<file path="src/rtl/adc_seq_pkg.sv">
package adc_seq_pkg;

  typedef enum logic [1:0] {
    ST_IDLE = 2'd0,
    ST_EXT  = 2'd1,
    ST_NORM = 2'd2
  } conv_st_e;

  // Converter clock period in system clocks for a 3-bit prescaler code.
  function automatic logic [7:0] prescale_div(input logic [2:0] code);
    if (code == 3'd0) return 8'd2;
    return 8'(1 << code);
  endfunction

endpackage

</file>
<file path="src/rtl/adc_prescaler.sv">
module adc_prescaler
  import adc_seq_pkg::*;
#(
  parameter int CNT_W = 7
) (
  input  logic       clk,
  input  logic       rst_n,
  input  logic       run,
  input  logic [2:0] ps_code,
  output logic       tick
);

  logic [CNT_W-1:0] cnt_q, cnt_d;
  logic [CNT_W-1:0] lim;

  assign lim  = CNT_W'(prescale_div(ps_code) - 8'd1);
  assign tick = run && (cnt_q >= lim);

  always_comb begin
    cnt_d = cnt_q;
    if (!run || tick) cnt_d = '0;
    else              cnt_d = cnt_q + CNT_W'(1);
  end

  always_ff @(posedge clk or negedge rst_n) begin
    if (!rst_n) cnt_q <= '0;
    else        cnt_q <= cnt_d;
  end

  // the smallest period is two system clocks, so ticks never touch
  p_tick_gap_r9: assert property (@(posedge clk) disable iff (!rst_n)
    tick |=> !tick);

endmodule

</file>
<file path="src/rtl/adc_conv_fsm.sv">
module adc_conv_fsm
  import adc_seq_pkg::*;
#(
  parameter int NORM_CYC  = 13,
  parameter int EXT_CYC   = 25,
  parameter int SAMPLE_AT = 1,
  localparam int CYC_W    = $clog2(EXT_CYC)
) (
  input  logic clk,
  input  logic rst_n,
  input  logic tick,
  input  logic go,
  input  logic go_ext,
  input  logic kill,
  input  logic fr,
  output logic busy,
  output logic done,
  output logic sample
);

  localparam logic [CYC_W-1:0] EXT_LAST  = CYC_W'(EXT_CYC - 1);
  localparam logic [CYC_W-1:0] NORM_LAST = CYC_W'(NORM_CYC - 1);
  localparam logic [CYC_W-1:0] SAMP_IDX  = CYC_W'(SAMPLE_AT);

  conv_st_e         state_q, state_d;
  logic [CYC_W-1:0] cyc_q, cyc_d;

  always_comb begin
    state_d = state_q;
    cyc_d   = cyc_q;
    done    = 1'b0;
    case (state_q)
      ST_IDLE: begin
        if (go) begin
          state_d = go_ext ? ST_EXT : ST_NORM;
          cyc_d   = '0;
        end
      end
      ST_EXT: begin
        if (tick) begin
          if (cyc_q == EXT_LAST) begin
            state_d = ST_NORM;
            cyc_d   = '0;
          end else begin
            cyc_d = cyc_q + CYC_W'(1);
          end
        end
      end
      ST_NORM: begin
        if (tick) begin
          if (cyc_q == NORM_LAST) begin
            done    = 1'b1;
            cyc_d   = '0;
            state_d = fr ? ST_NORM : ST_IDLE;
          end else begin
            cyc_d = cyc_q + CYC_W'(1);
          end
        end
      end
      default: state_d = ST_IDLE;
    endcase
    if (kill) begin
      state_d = ST_IDLE;
      cyc_d   = '0;
      done    = 1'b0;
    end
  end

  always_ff @(posedge clk or negedge rst_n) begin
    if (!rst_n) begin
      state_q <= ST_IDLE;
      cyc_q   <= '0;
    end else begin
      state_q <= state_d;
      cyc_q   <= cyc_d;
    end
  end

  assign busy   = (state_q != ST_IDLE);
  assign sample = (state_q == ST_NORM) && tick && (cyc_q == SAMP_IDX) && !kill;

  // without free-running, a completion leaves the sequencer idle
  p_fr_stop_r5: assert property (@(posedge clk) disable iff (!rst_n)
    (done && !fr) |=> !busy);

endmodule

</file>
<file path="src/rtl/adc_seq_ctrl.sv">
module adc_seq_ctrl
  import adc_seq_pkg::*;
#(
  parameter int RES_W     = 10,
  parameter int NORM_CYC  = 13,
  parameter int EXT_CYC   = 25,
  parameter int SAMPLE_AT = 1,
  parameter int DIV_W     = 7
) (
  input  logic             clk,
  input  logic             rst_n,
  input  logic             reg_wr,
  input  logic [7:0]       reg_wdata,
  input  logic             irq_ack,
  input  logic             gie,
  input  logic [RES_W-1:0] conv_din,
  output logic [7:0]       ctrl_rdata,
  output logic [7:0]       res_lo,
  output logic [7:0]       res_hi,
  output logic             sample_pulse,
  output logic             irq
);

  localparam int HI_W = RES_W - 8;

  // Reset: asserted asynchronously, released on the clock
  logic [1:0] rst_sync_q;
  logic       rst_n_i;

  always_ff @(posedge clk or negedge rst_n) begin
    if (!rst_n) rst_sync_q <= 2'b00;
    else        rst_sync_q <= {rst_sync_q[0], 1'b1};
  end
  assign rst_n_i = rst_sync_q[1];

  // Control state
  logic             en_q, en_d, fr_q, fr_d, flag_q, flag_d, ie_q, ie_d;
  logic [2:0]       ps_q, ps_d;
  logic             first_q, first_d;
  logic [RES_W-1:0] hold_q, data_q;
  logic             busy, done, tick, go, kill, en_new;

  assign en_new = reg_wr ? reg_wdata[7] : en_q;
  assign go     = reg_wr && reg_wdata[7] && reg_wdata[6] && !busy;
  assign kill   = reg_wr && !reg_wdata[7];

  always_comb begin
    en_d    = en_q;
    fr_d    = fr_q;
    ie_d    = ie_q;
    ps_d    = ps_q;
    if (reg_wr) begin
      en_d = reg_wdata[7];
      fr_d = reg_wdata[5];
      ie_d = reg_wdata[3];
      ps_d = reg_wdata[2:0];
    end
    flag_d = flag_q;
    if ((reg_wr && reg_wdata[4]) || irq_ack) flag_d = 1'b0;
    if (done)                                flag_d = 1'b1;
    first_d = first_q;
    if (!en_new) first_d = 1'b1;
    else if (go) first_d = 1'b0;
  end

  always_ff @(posedge clk or negedge rst_n_i) begin
    if (!rst_n_i) begin
      en_q    <= 1'b0;
      fr_q    <= 1'b0;
      ie_q    <= 1'b0;
      ps_q    <= 3'd0;
      flag_q  <= 1'b0;
      first_q <= 1'b1;
      hold_q  <= '0;
      data_q  <= '0;
    end else begin
      en_q    <= en_d;
      fr_q    <= fr_d;
      ie_q    <= ie_d;
      ps_q    <= ps_d;
      flag_q  <= flag_d;
      first_q <= first_d;
      if (sample_pulse) hold_q <= conv_din;
      if (done)         data_q <= hold_q;
    end
  end

  adc_prescaler #(.CNT_W(DIV_W)) u_div (
    .clk     (clk),
    .rst_n   (rst_n_i),
    .run     (busy),
    .ps_code (ps_q),
    .tick    (tick)
  );

  adc_conv_fsm #(
    .NORM_CYC  (NORM_CYC),
    .EXT_CYC   (EXT_CYC),
    .SAMPLE_AT (SAMPLE_AT)
  ) u_fsm (
    .clk    (clk),
    .rst_n  (rst_n_i),
    .tick   (tick),
    .go     (go),
    .go_ext (first_q),
    .kill   (kill),
    .fr     (fr_q),
    .busy   (busy),
    .done   (done),
    .sample (sample_pulse)
  );

  assign ctrl_rdata = {en_q, busy, fr_q, flag_q, ie_q, ps_q};
  assign res_lo     = data_q[7:0];
  assign res_hi     = {{(8 - HI_W){1'b0}}, data_q[RES_W-1:8]};
  assign irq        = flag_q && ie_q && gie;

  // a disabled converter is never busy
  p_off_idle_r2: assert property (@(posedge clk) disable iff (!rst_n_i)
    !en_q |-> !busy);
  // a completion always leaves the flag set
  p_done_flag_r6: assert property (@(posedge clk) disable iff (!rst_n_i)
    done |=> flag_q);
  // result registers change only on completion
  p_data_hold_r6: assert property (@(posedge clk) disable iff (!rst_n_i)
    !done |=> $stable(data_q));
  // acknowledge clears the flag unless a completion coincides
  p_ack_clr_r7: assert property (@(posedge clk) disable iff (!rst_n_i)
    (irq_ack && !done) |=> !flag_q);

endmodule

</file>
<file path="config.mk">
export PLATFORM = sky130hd
export DESIGN_NAME = adc_seq_ctrl
export DESIGN_NICKNAME = d
export VERILOG_FILES = /design/src/rtl/adc_seq_pkg.sv /design/src/rtl/adc_prescaler.sv /design/src/rtl/adc_conv_fsm.sv /design/src/rtl/adc_seq_ctrl.sv
export SDC_FILE = /design/constraint.sdc
export NUM_CORES = 1
export LEC_CHECK = 0
export BUFFER_PORTS_ARGS = -buffer_cell sky130_fd_sc_hd__buf_2
export CAP_MARGIN = 10
export CORE_UTILIZATION = 51
export CTS_CLUSTER_DIAMETER = 120
export DETAILED_ROUTE_END_ITERATION = 8
export GPL_ROUTABILITY_DRIVEN = 0
export PLACE_DENSITY = 0.75
export SYNTH_ARGS = -nofsm -noshare
export SYNTH_HDL_FRONTEND = slang
export SYNTH_SLANG_ARGS = --single-unit
export TNS_END_PERCENT = 50
</file>
<file path="constraint.sdc">
create_clock -name clk -period 3.1 [get_ports clk]
set_input_delay 0.155 -clock clk [delete_from_list [all_inputs] [get_ports clk]]
set_output_delay 0.155 -clock clk [all_outputs]
set_load 0.02 [all_outputs]
</file>
==> run metrics, run 1 <==
Die Height 69.0 microns; Critical Path Source Type flip-flop; Std-Cell Rows 24; dpl ws 72.4 ps; main combinational cell family by area after synthesis multiplexers; Syn Inst Count 204; Final setup viols 0; Initial Utilization ~53%; clock period minus worst slack 2960 ps; antenna viol nets, final 0; vias in the first global route 1,577; unrepaired setup endpoints after global routing no; GR Util met3 3.65%; Final Cycle Share 95.5%; post-synthesis simple-gate area fraction 12.9%; max-slew violations 0; P_leak 1.38 nW; critical path's slowest cell or4_4; Post-synth EDFFs 0; crit path kind reg -> reg; largest net degree at the start of global routing 43; io pins 49; met1 Usage GRT about 28%; met2 capacity usage during global routing 31.1%; crit path from ps_q[2]; most used cell, CP ha_1; Largest stage delay, worst path 560 ps; Hold Fails Final Rpt 0; CP top delay family simple AND/OR/NAND/NOR gates; P&R area growth vs syn 16.2%; Via Count 1,603; Yosys warnings 0; Skew-Pair Late Insertion Delay 300 ps; synth top area cells dfrtp_1, ha_1, mux2_2, mux2_4, buf_4; DP Wirelength 3.07 mm; placed inst area around 2500 sq um; 1st-iter DRT viols 114; Crit path arrival time 3150 ps; post-synthesis register bit count 44; WHS 75.9 ps; Mapped Area ~2300 sq um; worst hold start reg_wdata[2]; core box area 4320 sq um; drt first pass iters 4; CTS Sinks between 40 and 50; Slew @ Worst Pin 529 ps; setup TNS 0 ps; Cell Pwr Density 578 nW/um^2; fin cells 303; Req. time, crit path about 3300 ps; Synth Area in Compound Gates 7.81%; fin util around 62%; drt via density 5.29; Overall Power 1.54 mW; gr ovfl total 0; cell taking the most area after synthesis dfrtp_1; Buf/Inv on CP 0; critical path peak fanout 11; Synth top area share 47.0%; status finished clean; maxcap violations 0; Die Span X 69.0 microns; H-tree depth 2; Total GRT Usage 19.9%; Max Freq 0.338 GHz; FF-to-FF Start ps_q[2]; Clock Tree Buf Depth 2; post-synthesis async set-or-reset flop share 100%; post-synthesis mux area share 14.1%; adder-cell area share of the yosys netlist approximately 8.2%; PortBufs 42; Placed Instances just under 300; global routing's busiest layer met2; CTS tree yes; DRC Markers 0; Worst Skew ~2.9 ps; ant diodes 0; min-delay worst type in -> reg; final WL roughly 4.3 mm; crit path cell chain or2_2 > ha_1 > nor2_1 > a32oi_1 > ha_1 > nand4_1 > a21oi_2 > nor2_2 > or4_4 > mux2_4; fillcell total 369; Worst slew margin 64.8%; Nets roughly 290; Worst IR Drop VDD 0.250 mV; Final Cell Area 2660 sq um; die area 4760 sq um; setup ws final 140 ps; crit end category flip-flop; most frequent cells in the layout dfrtp_1, buf_2, nand2_1; clock buffers created by TritonCTS 5; Synth Area in XOR/XNOR between 1.5 and 2%; Synth cell types between 40 and 50; share of cells above drive strength 1 35.1%; CTS root buf clkbuf_8; first-pass GRT wire length 7.45 mm; initial antenna violation count 0; Mapped Avg Cell Area around 11 sq um; sequential-to-total area share from yosys stat about half; Synth Flop Type dfrtp_1; DR WL/cell 14.1 microns; clock-pin slew on the worst setup and hold paths roughly 80 ps
-- cell type report --
type                            count  area [sq um]  area share (%)
Timing Repair Buffer               49           265            9.96
Inverter                           12          45.0            1.69
Multi-Input combinational cell    138          1060            39.9
Clock inverter                      2          38.8            1.46
Clock buffer                        6          82.6            3.10
Tap cell                           52          65.1            2.44
Sequential cell                    44          1100            41.4
-- cells by family after synthesis --
family / count (synthesis)
AO/OA/AOI/OAI: 28
XOR/XNOR: 5
adder cells (fa/ha/maj): 15
buffers and inverters: 27
flip-flops: 44
multiplexers: 26
other: 2
AND/OR/NAND/NOR: 57
-- tightest hold or removal path: stages --
cell,delay [ps]
buf_2,80
nand2_1,40
o21ai_0,60
-- metal layers --
layer | vias to the layer above | share of wire [%]
li1 | 784 | -
met1 | 777 | 45
met2 | 37 | 50
met3 | 5 | 3.5
met4 | 0 | 1.5
met5 | - | 0
-- where the power goes --
group	total [mW]	switching, mW	internal, mW
Clock	0.462	0.198	0.264
Sequential	0.662	0.0427	0.619
Combinational	0.416	0.258	0.157
-- flip-flops by register name, summed over array words and instances, names as in the netlist --
name and flops:
ps_q 3, u_div.cnt_q 7, en_q 1, flag_q 1, u_fsm.state_q 2, u_fsm.cyc_q 5
data_q 10, fr_q 1, ie_q 1, first_q 1, rst_sync_q 2, hold_q 10
-- worst paths after layout --
| kind | endpoint | slack (ps) | cells past startpoint |
|---|---|---|---|
| hold reg to reg | hold_q[0] | 310 | 1 |
| setup reg to reg | data_q[5] | 140 | 10 |
| min in group asynchronous | rst_sync_q[0] | 180 | 2 |
| setup / recovery | data_q[5] | 140 | 10 |
| hold / removal | ps_q[2] | 80 | 3 |
| max in group asynchronous | ps_q[2] | 2400 | 1 |
-- timing repair --
action | in CTS | in global routing
resized for setup | 0 | 1
pin swaps | 0 | 2
buffers inserted | 2 | 0
hold endpoints to repair | 2 | 0
hold buffers | 1 | 0
endpoints found under the setup margin | 1 | 21
-- cells in the mapped netlist, types with 3 or more instances --
master / number
o21ai_0: 6
mux2_2: 15
nand2_1: 17
nand2b_1: 4
ha_1: 15
and3_1: 3
a21oi_1: 8
nor2_1: 11
nand3_1: 10
dfrtp_1: 43
mux2_4: 9
o22ai_1: 3
xnor2_1: 3
buf_4: 11
inv_1: 12
Note: power is estimated with default switching activity, not from simulation.
==> run 2, diff against run 1 <==
--- a/config.mk
+++ b/config.mk
@@ -7,11 +7,11 @@
 export LEC_CHECK = 0
 export BUFFER_PORTS_ARGS = -buffer_cell sky130_fd_sc_hd__buf_2
 export CAP_MARGIN = 10
-export CORE_UTILIZATION = 51
+export CORE_UTILIZATION = 49
 export CTS_CLUSTER_DIAMETER = 120
 export DETAILED_ROUTE_END_ITERATION = 8
 export GPL_ROUTABILITY_DRIVEN = 0
-export PLACE_DENSITY = 0.75
+export PLACE_DENSITY = 0.76
 export SYNTH_ARGS = -nofsm -noshare
 export SYNTH_HDL_FRONTEND = slang
 export SYNTH_SLANG_ARGS = --single-unit
==> constraint.sdc (replaced) <==
create_clock -name clk -period 2.6 [get_ports clk]
set_input_delay 0.13 -clock clk [delete_from_list [all_inputs] [get_ports clk]]
set_output_delay 0.13 -clock clk [all_outputs]
set_load 0.02 [all_outputs]
==> run metrics, run 2 (synthesis gave the netlist of run 1 again) <==
clock-pin slew on the worst setup and hold paths roughly 90 ps; Std-Cell Rows 24; maxcap violations 0; H-tree depth 2; Final setup viols 21; Worst IR Drop VDD 0.324 mV; initial antenna violation count 0; largest net degree at the start of global routing 43; Crit path arrival time around 3000 ps; critical path's slowest cell or4_4; P_leak 1.47 nW; min-delay worst type in -> reg; Max Freq 0.367 GHz; gr ovfl total 0; unrepaired setup endpoints after global routing yes; DP Wirelength 3.14 mm; PortBufs 42; core box area 4410 sq um; Largest stage delay, worst path 550 ps; crit end category flip-flop; die area 4950 sq um; Total GRT Usage 21.3%; Die Span X roughly 70 microns; most frequent cells in the layout buf_2, dfrtp_1, mux2_4; first-pass GRT wire length 8.05 mm; antenna viol nets, final 0; Initial Utilization between 50% and 60%; Buf/Inv on CP 0; Slew @ Worst Pin 917 ps; Hold Fails Final Rpt 0; Worst slew margin 38.9%; Skew-Pair Late Insertion Delay around 310 ps; most common cell after layout, fill and taps aside buf_2; Clock Tree Buf Depth 2; CTS tree yes; drt first pass iters 4; share of cells above drive strength 1 41.1%; Final Cycle Share 105%; DR WL/cell 15.3 microns; drt via density 5.27; Die Height 70.4 microns; vias in the first global route between 1,500 and 2,000; dpl ws -84.2 ps; Worst Skew ~7.9 ps; setup ws final -125 ps; crit path kind reg -> reg; final WL roughly 4.8 mm; Nets 300; clock period minus worst slack about 2700 ps; Overall Power 1.97 mW; failing checks negative setup slack; WHS 29.8 ps; ant diodes 0; io pins 49; 1st-iter DRT viols 103; DRC Markers 0; Critical Path Source Type flip-flop; max-slew violations 0; Via Count around 1,700; CTS root buf clkbuf_8; most used cell, CP nor2_2; status finished, violations left; Req. time, crit path ~2800 ps; P&R area growth vs syn 26.0%; Cell Pwr Density 682 nW/um^2; CP top delay family simple AND/OR/NAND/NOR gates; biggest regs data_q (10), hold_q (10), u_div.cnt_q (7); crit path cell chain or2_4 > ha_4 > nor2_2 > a32oi_1 > ha_1 > nand4_1 > a21oi_2 > nor2_2 > or4_4 > mux2_4; critical path peak fanout 11; clock buffers created by TritonCTS 5; CTS Sinks 44
-- run 2: metal layers --
layer  global-route usage (%)  up-vias  routed length [microns]
li1                         -      809                        -
met1                     27.6      802                     2100
met2                     34.5       41                     2420
met3                     4.47        7                      217
met4                     8.67        0                       80
met5                        0        -                        0
-- run 2: worst min-delay path, stage by stage --
cell and delay [ps]:
buf_2 70, nand2_1 40, o21ai_0 60
-- run 2: path summary, 6_finish.rpt --
kind | from | end | slack [ps] | depth (start not counted)
setup reg to reg | ps_q[1] | data_q[2] | -120 | 10
min in group asynchronous | rst_n | rst_sync_q[1] | 140 | 2
setup / recovery | ps_q[1] | data_q[2] | -120 | 10
max in group asynchronous | rst_sync_q[1] | ps_q[2] | 1550 | 0
hold / removal | reg_wdata[0] | ps_q[0] | 30 | 3
hold reg to reg | rst_sync_q[0] | rst_sync_q[1] | 360 | 0
-- run 2: what timing repair did --
| action | in CTS | in global routing |
|---|---|---|
| endpoints found under the hold margin | 2 | 0 |
| hold buffers | 1 | 0 |
| setup endpoints to repair | 21 | 27 |
| gates cloned | 0 | 0 |
| buffers inserted | 7 | 0 |
| pin swaps | 2 | 4 |
| gates resized for setup | 19 | 7 |
-- run 2: final cells by class --
cell class,instances,area (sq um)
timing repair buffer,61,380
clock buffer,6,82.6
inverter,12,45.0
multi-input combinational,138,1170
sequential,44,1110
tap,52,65.1
fill,330,1530
clock inverter,2,38.8
-- run 2: through the flow --
| step | instance area (sq um) | utilization, % | setup TNS, ps | instances |
|---|---|---|---|---|
| 2_1_floorplan | 2340 | - | -837 | 209 |
| 3_3_place_gp | 2590 | 58.6 | -119 | 299 |
| 3_5_place_dp | 2590 | 58.6 | -1400 | 299 |
| 4_1_cts | 2840 | 64.4 | -1040 | 315 |
| 5_1_grt | 2890 | 65.4 | -5150 | 315 |
| 6_report | 2890 | 65.4 | -2150 | 315 |
-- run 2: power breakdown --
group          switching, mW  internal (mW)  leakage, nW
combinational          0.357          0.245        0.821
sequential            0.0631          0.739        0.587
clock                  0.251          0.314       0.0614
